### src/rtl/mdio_pkg.sv
package mdio_pkg;
  localparam int FRAME_BITS = 64;
  localparam int TA_FIRST   = 46;
  localparam int DATA_FIRST = 48;
  localparam int DONE_BIT   = 4;

  typedef struct packed {
    logic        rd;
    logic [4:0]  regad;
    logic [4:0]  phy;
    logic [15:0] data;
  } mdio_cmd_t;

  function automatic logic [FRAME_BITS-1:0] build_frame(mdio_cmd_t c);
    logic [17:0] tail;
    tail = c.rd ? 18'h3FFFF : {2'b10, c.data};
    return {32'hFFFF_FFFF, 2'b01, (c.rd ? 2'b10 : 2'b01), c.phy, c.regad, tail};
  endfunction
endpackage

### src/rtl/mdio_clkgen.sv
module mdio_clkgen #(
  parameter int CLK_HALF = 4
) (
  input  logic clk,
  input  logic rst_n,
  input  logic run,
  output logic mdc,
  output logic rise_tick,
  output logic fall_tick
);
  localparam int CW = $clog2(CLK_HALF + 1);
  localparam logic [CW-1:0] LAST = CW'(CLK_HALF - 1);

  logic [CW-1:0] cnt_q, cnt_d;
  logic          mdc_q, mdc_d;
  logic          wrap;

  always_comb begin
    wrap      = run && (cnt_q == LAST);
    rise_tick = wrap && !mdc_q;
    fall_tick = wrap && mdc_q;
    cnt_d     = cnt_q;
    mdc_d     = mdc_q;
    if (!run) begin
      cnt_d = '0;
      mdc_d = 1'b0;
    end else if (wrap) begin
      cnt_d = '0;
      mdc_d = !mdc_q;
    end else begin
      cnt_d = cnt_q + 1'b1;
    end
  end

  always_ff @(posedge clk or negedge rst_n) begin
    if (!rst_n) begin
      cnt_q <= '0;
      mdc_q <= 1'b0;
    end else begin
      cnt_q <= cnt_d;
      mdc_q <= mdc_d;
    end
  end

  assign mdc = mdc_q;

  AST_MDC_IDLE_LOW: assert property (@(posedge clk) disable iff (!rst_n)
    !run |=> !mdc);
endmodule

### src/rtl/mdio_frame_seq.sv
module mdio_frame_seq
  import mdio_pkg::*;
#(
  parameter int CLK_HALF = 4
) (
  input  logic        clk,
  input  logic        rst_n,
  input  logic        start,
  input  mdio_cmd_t   cmd,
  input  logic        rise_tick,
  input  logic        fall_tick,
  input  logic        mdio_i,
  output logic        busy,
  output logic        done,
  output logic        mdio_o,
  output logic        mdio_oe,
  output logic [15:0] rd_data
);
  localparam int FRAME_CYC = 2 * CLK_HALF * FRAME_BITS;
  localparam int IW = $clog2(FRAME_BITS);
  localparam int TW = $clog2(FRAME_CYC + 1);
  localparam logic [IW-1:0] LAST_IDX = IW'(FRAME_BITS - 1);

  logic                  busy_q, busy_d;
  logic                  rd_q, rd_d;
  logic [IW-1:0]         idx_q, idx_d;
  logic [FRAME_BITS-1:0] sh_q, sh_d;
  logic [15:0]           cap_q, cap_d;

  always_comb begin
    busy_d = busy_q;
    rd_d   = rd_q;
    idx_d  = idx_q;
    sh_d   = sh_q;
    cap_d  = cap_q;
    done   = busy_q && fall_tick && (idx_q == LAST_IDX);
    if (start && !busy_q) begin
      busy_d = 1'b1;
      rd_d   = cmd.rd;
      idx_d  = '0;
      sh_d   = build_frame(cmd);
      cap_d  = '0;
    end else if (busy_q) begin
      if (rise_tick && rd_q && (idx_q >= IW'(DATA_FIRST)))
        cap_d = {cap_q[14:0], mdio_i};
      if (fall_tick) begin
        if (idx_q == LAST_IDX) begin
          busy_d = 1'b0;
        end else begin
          idx_d = idx_q + 1'b1;
          sh_d  = {sh_q[FRAME_BITS-2:0], 1'b1};
        end
      end
    end
  end

  always_ff @(posedge clk or negedge rst_n) begin
    if (!rst_n) begin
      busy_q <= 1'b0;
      rd_q   <= 1'b0;
      idx_q  <= '0;
      sh_q   <= '0;
      cap_q  <= '0;
    end else begin
      busy_q <= busy_d;
      rd_q   <= rd_d;
      idx_q  <= idx_d;
      sh_q   <= sh_d;
      cap_q  <= cap_d;
    end
  end

  assign busy    = busy_q;
  assign mdio_o  = sh_q[FRAME_BITS-1];
  assign mdio_oe = busy_q && !(rd_q && (idx_q >= IW'(TA_FIRST)));
  assign rd_data = cap_q;

  logic [TW-1:0] tmr_q;
  always_ff @(posedge clk or negedge rst_n) begin
    if (!rst_n)      tmr_q <= '0;
    else if (busy_q) tmr_q <= tmr_q + 1'b1;
    else             tmr_q <= '0;
  end

  AST_FRAME_BOUNDED: assert property (@(posedge clk) disable iff (!rst_n)
    busy_q |-> (tmr_q < TW'(FRAME_CYC)));
  AST_MDIO_HOLD: assert property (@(posedge clk) disable iff (!rst_n)
    (busy_q && $past(busy_q) && !$past(fall_tick)) |-> $stable(mdio_o));
endmodule

### src/rtl/mdio_irq_unit.sv
module mdio_irq_unit (
  input  logic clk,
  input  logic rst_n,
  input  logic done,
  input  logic wr_cause,
  input  logic wr_mask,
  input  logic wbit,
  output logic cause,
  output logic mask,
  output logic irq
);
  logic cause_q, cause_d, mask_q, mask_d;

  always_comb begin
    cause_d = cause_q;
    if (done)                  cause_d = 1'b1;
    else if (wr_cause && !wbit) cause_d = 1'b0;
    mask_d = wr_mask ? wbit : mask_q;
  end

  always_ff @(posedge clk or negedge rst_n) begin
    if (!rst_n) begin
      cause_q <= 1'b0;
      mask_q  <= 1'b0;
    end else begin
      cause_q <= cause_d;
      mask_q  <= mask_d;
    end
  end

  assign cause = cause_q;
  assign mask  = mask_q;
  assign irq   = cause_q && mask_q;

  AST_CAUSE_SET: assert property (@(posedge clk) disable iff (!rst_n)
    done |=> cause);
endmodule

### src/rtl/mdio_mgmt_master.sv
module mdio_mgmt_master
  import mdio_pkg::*;
#(
  parameter int          CLK_HALF  = 4,
  parameter logic [7:0]  CMD_OFF   = 8'h00,
  parameter logic [7:0]  CAUSE_OFF = 8'h7C,
  parameter logic [7:0]  MASK_OFF  = 8'h80
) (
  input  logic        clk,
  input  logic        rst_n,
  input  logic        reg_wr,
  input  logic [7:0]  reg_addr,
  input  logic [31:0] reg_wdata,
  output logic [31:0] reg_rdata,
  output logic        mdc,
  output logic        mdio_o,
  output logic        mdio_oe,
  input  logic        mdio_i,
  output logic        irq
);
  mdio_cmd_t   cmd_q, cmd_d, new_cmd;
  logic        rvalid_q, rvalid_d;
  logic        busy, done, accept, rise_tick, fall_tick;
  logic        cause, mask;
  logic [15:0] rd_data;
  logic        unused_wbits;

  assign unused_wbits = ^{reg_wdata[31:27], reg_wdata[3:0]};

  always_comb begin
    new_cmd = mdio_cmd_t'(reg_wdata[26:0]);
    accept  = reg_wr && (reg_addr == CMD_OFF) && !busy;
    cmd_d    = cmd_q;
    rvalid_d = rvalid_q;
    if (accept) begin
      cmd_d    = new_cmd;
      rvalid_d = 1'b0;
    end else if (done && cmd_q.rd) begin
      cmd_d.data = rd_data;
      rvalid_d   = 1'b1;
    end
  end

  always_ff @(posedge clk or negedge rst_n) begin
    if (!rst_n) begin
      cmd_q    <= '0;
      rvalid_q <= 1'b0;
    end else begin
      cmd_q    <= cmd_d;
      rvalid_q <= rvalid_d;
    end
  end

  always_comb begin
    reg_rdata = '0;
    if (reg_addr == CMD_OFF)        reg_rdata = {3'b000, busy, rvalid_q, cmd_q};
    else if (reg_addr == CAUSE_OFF) reg_rdata[DONE_BIT] = cause;
    else if (reg_addr == MASK_OFF)  reg_rdata[DONE_BIT] = mask;
  end

  mdio_clkgen #(.CLK_HALF(CLK_HALF)) u_clk (
    .clk(clk), .rst_n(rst_n), .run(busy),
    .mdc(mdc), .rise_tick(rise_tick), .fall_tick(fall_tick));

  mdio_frame_seq #(.CLK_HALF(CLK_HALF)) u_seq (
    .clk(clk), .rst_n(rst_n), .start(accept), .cmd(new_cmd),
    .rise_tick(rise_tick), .fall_tick(fall_tick), .mdio_i(mdio_i),
    .busy(busy), .done(done), .mdio_o(mdio_o), .mdio_oe(mdio_oe),
    .rd_data(rd_data));

  mdio_irq_unit u_irq (
    .clk(clk), .rst_n(rst_n), .done(done),
    .wr_cause(reg_wr && (reg_addr == CAUSE_OFF)),
    .wr_mask(reg_wr && (reg_addr == MASK_OFF)),
    .wbit(reg_wdata[DONE_BIT]),
    .cause(cause), .mask(mask), .irq(irq));

  AST_BUSY_WRITE_IGNORED: assert property (@(posedge clk) disable iff (!rst_n)
    (busy && !done && reg_wr && (reg_addr == CMD_OFF)) |=> $stable(cmd_q));
  AST_ACCEPT_CLEARS_VALID: assert property (@(posedge clk) disable iff (!rst_n)
    accept |=> (!rvalid_q && busy));
  AST_IRQ_MASKED: assert property (@(posedge clk) disable iff (!rst_n)
    !mask |-> !irq);
endmodule

### config.mk
export PLATFORM = sky130hd
export DESIGN_NAME = mdio_mgmt_master
export DESIGN_NICKNAME = d
export VERILOG_FILES = /design/src/rtl/mdio_pkg.sv /design/src/rtl/mdio_clkgen.sv /design/src/rtl/mdio_frame_seq.sv /design/src/rtl/mdio_irq_unit.sv /design/src/rtl/mdio_mgmt_master.sv
export SDC_FILE = /design/constraint.sdc
export NUM_CORES = 1
export LEC_CHECK = 0
export ABC_CLOCK_PERIOD_IN_PS = 1700
export BUFFER_PORTS_ARGS = -buffer_cell sky130_fd_sc_hd__buf_4
export CAP_MARGIN = 40
export CORE_MARGIN = 1.5
export CORE_UTILIZATION = 53
export CTS_BUF_LIST = sky130_fd_sc_hd__clkbuf_4
export DETAILED_ROUTE_END_ITERATION = 8
export GPL_ROUTABILITY_DRIVEN = 0
export GPL_TIMING_DRIVEN = 0
export PLACE_DENSITY = 0.78
export SLEW_MARGIN = 40
export SYNTH_ARGS = -nofsm -noshare
export SYNTH_HDL_FRONTEND = slang
export SYNTH_SLANG_ARGS = --single-unit
### constraint.sdc
create_clock -name clk -period 1.7 [get_ports clk]
set_input_delay 0.085 -clock clk [delete_from_list [all_inputs] [get_ports clk]]
set_output_delay 0.085 -clock clk [all_outputs]
set_load 0.01 [all_outputs]
==> impl_metrics.env <==
export IMPL_status="complete, but fails checks"
export IMPL_violations="negative setup slack"
export IMPL_critical_path_slowest_cell="or4_1"
export IMPL_finalCritPeriodShare_pct=115.2
export IMPL_r2r_slack_ns=-0.26
export IMPL_firstDrtPassIters=5
export IMPL_top_layer="met4"
export IMPL_nets=811
export IMPL_start_kind="flop"
export IMPL_path_clk_slew_ns=0.11
export IMPL_r2r_end="u_seq.idx_q[5]"
export IMPL_cts_root_buf="clkbuf_4"
export IMPL_reg2regPathDepth=6
export IMPL_cp_cell_sequence="buf_4, ha_4, and3_4, a21o_1, or4_1, a21oi_1"
export IMPL_yosys_warnings=0
export IMPL_wl_per_cell_um=16.84
export IMPL_drt_met1_wl_um=6259
export IMPL_fmax_mhz=510.6
export IMPL_hold_class="in2async"
export IMPL_syn2layout_area_growth_pct=32.69
export IMPL_h_tree_depth=4
export IMPL_drive_above_1_share_pct=24.32
export IMPL_ir_drop_mv=0.7477
export IMPL_drt_iter0_drc=363
export IMPL_clk_path_buf_depth=2
export IMPL_crit_type="reg2reg"
export IMPL_start_util_pct=55.24
export IMPL_post_route_min_period_ns=1.958
export IMPL_overflow=0
export IMPL_die_w_um=104.6
export IMPL_drv_slew=0
export IMPL_vias=5064
export IMPL_final_area_um2=7263
export IMPL_insertion_delay_ns=0.53
export IMPL_synth_area_um2=5474
export IMPL_required_ns=2.15
export IMPL_leakage_nw=3.488
export IMPL_io_buffers=70
export IMPL_finClkSkew_ns=0.02122
export IMPL_grt_start_max_net_pins=75
export IMPL_syn_area_per_cell_um2=8.843
export IMPL_wl_met3_um=867
export IMPL_grt_pass1_vias=4982
export IMPL_tightest_slew_ns=0.5904
export IMPL_fin_cells=906
export IMPL_utilization_pct=73.30
export IMPL_maxCapViolations=0
export IMPL_ys_seq_elements=121
export IMPL_cts_made_buffers=17
export IMPL_setup_viol=84
export IMPL_die_h_um=104.6
export IMPL_yosysUniqueCellTypes=38
export IMPL_wl_met2_um=7685
export IMPL_wl_um=15260
export IMPL_placed_cell_area_um2=6240
export IMPL_dp_cells=825
export IMPL_critPathArrivalTime_ns=2.41
export IMPL_cp_end_kind="flop"
export IMPL_cp_max_fo=4
export IMPL_yosysTopAreaCellShare_pct=55.31
export IMPL_ioPinCount=80
export IMPL_async_flop_share_pct=100.0
export IMPL_synth_area_leader_cell="dfrtp_1"
export IMPL_grt_pass1_wl_um=24220
export IMPL_antenna_found_initial=0
export IMPL_ys_seq_area_share_pct=55.31
export IMPL_ant_nets=0
export IMPL_viasPerCell=5.589
export IMPL_power_density_nw_per_um2=732.6
export IMPL_fin_ws_ns=-0.2585
export IMPL_cpPeakStageDelay_ns=0.53
export IMPL_drc=0
export IMPL_ys_flop_type="dfrtp_1"
export IMPL_synth_top_cells_by_area="dfrtp_1 (55%), nand2_1 (12%), a21oi_1 (5.5%), nand3_1 (3.7%), and3_1 (3.5%)"
export IMPL_rsz0062_at_grt="true"
export IMPL_finalHoldViolations=0
export IMPL_synth_edf_count=0
export IMPL_grt_util_all_layers_pct=28.05
export IMPL_synthCells=619
export IMPL_dieArea_um2=10950
export IMPL_max_slew_margin_rel_pct=60.31
export IMPL_antenna_cells=0
export IMPL_placementRows=36
export IMPL_r2r_start="u_seq.idx_q[0]"
export IMPL_power_w=0.005321
export IMPL_cts_sinks=121
export IMPL_dp_final_hpwl_um=9448
export IMPL_core_area_um2=9910
export IMPL_cts_tree="yes"
[how the worst max path moves through the flow]
stage	startpoint	slack, ns	endpoint	cells after the start
floorplan	u_seq.idx_q[1]	-0.006	u_seq.sh_q[2]	8
global placement	u_clk.cnt_q[0]	-0.29	cmd_q[6]	6
detailed placement	u_seq.busy	-0.37	u_seq.sh_q[37]	6
CTS	u_seq.idx_q[1]	-0.19	mdio_oe	5
global route	u_seq.idx_q[0]	-0.30	u_seq.idx_q[5]	6
finish	u_seq.idx_q[0]	-0.26	u_seq.idx_q[5]	6
[logic make-up (layout without fill, tap and decap cells)]
group / Yosys count / count (layout) / share of synthesized area, %
simple gates: 330 / 330 / 26.63
flops: 121 / 121 / 55.31
compound gates: 91 / 91 / 9.234
buf+inv: 54 / 206 / 4.663
mux: 16 / 16 / 2.926
fa+ha+maj: 3 / 3 / 0.6858
xor+xnor: 3 / 3 / 0.4801
other cells: 1 / 3 / 0.06851
[repair_timing]
action | CTS | global route
pin swaps | 4 | 7
hold endpoints to repair | 177 | 0
buffers inserted | 18 | 4
endpoints found under the setup margin | 116 | 114
hold buffers | 34 | 0
cloned | 1 | 0
resized for setup | 51 | 55
[synth_stat cells, drive strengths merged, types with 4 or more instances]
master,number
nor2,49
nand3,41
inv,4
and2,4
clkbuf,21
dfrtp,121
and3,31
nand2,173
a21oi,60
a31oi,18
buf,29
nor3,20
mux2i,16
o21ai,4
[power by group]
part / switching, W / internal [W] / leakage, nW / total, W
combinational: 0.000283 / 0.000265 / 2.18 / 0.000548
clock: 0.000997 / 0.000712 / 0.122 / 0.00171
sequential: 0.0000800 / 0.00298 / 1.18 / 0.00306
total: 0.00136 / 0.00396 / 3.49 / 0.00532
[layout by cell type (no fill, tap or decap), types with 2 or more instances in the layout]
cell type / count
and2_1: 4
inv_1: 3
conb_1: 3
a21oi_2: 9
buf_2: 8
buf_4: 92
nand2b_1: 2
dfrtp_1: 121
clkbuf_4: 24
a31oi_1: 18
a21oi_1: 49
mux2i_1: 16
nor4_2: 2
buf_6: 14
clkbuf_1: 4
a21oi_4: 2
clkinv_1: 5
nor2_1: 49
dlygate4sd3_1: 34
o21ai_1: 2
clkbuf_2: 7
buf_12: 2
o31ai_1: 2
nand2_1: 172
buf_16: 2
and3_1: 30
nand3_1: 35
ha_4: 2
buf_8: 6
nand3_2: 6
clkinv_2: 2
nor3_1: 19
xnor2_1: 3
o21ai_0: 2
[per-layer routing]
layer / GRT usage [%] / up-vias
li1: - / 2361
met1: 34.91 / 2462
met2: 47.13 / 198
met3: 6.363 / 43
met4: 11.94 / 0
met5: 0 / -
[registers in the layout, summed over array words and instances, names as in the netlist]
signal and flops:
cmd_q 27, rvalid_q 1, u_clk.cnt_q 3, u_clk.mdc 1, u_irq.cause 1, u_irq.mask 1
u_seq.busy 1, u_seq.idx_q 6, u_seq.rd_data 16, u_seq.sh_q 64
[per-stage QoR]
stage,worst slack (ns),hold WS [ns],TNS (ns)
floorplan,-0.006193,-0.2106,-0.06495
global placement,-0.2854,0.2885,-20.32
detailed placement,-0.3662,0.01475,-26.05
CTS,-0.1868,0.01603,-0.9319
global route,-0.2977,0.04558,-9.212
finish,-0.2585,0.04452,-4.202
[layout make-up]
type / count / area [µm²]
Sequential cell: 121 / 3028
Fill cell: 684 / 2646
Multi-Input combinational cell: 446 / 2347
Timing Repair Buffer: 128 / 1134
Buffer: 46 / 364.1
Tap cell: 133 / 166.4
Clock buffer: 20 / 150.1
Clock inverter: 8 / 58.81
Inverter: 4 / 15.01
[critical path, delay by kind of cell (launching register included)]
kind / cells / cell delay [ns]
AO/OA/AOI/OAI: 2 / 0.40
adder cells (fa/ha/maj): 1 / 0.17
flip-flops: 1 / 0.42
buffers and inverters: 1 / 0.17
AND/OR/NAND/NOR: 2 / 0.73
Note: power is estimated with default switching activity, not from simulation.
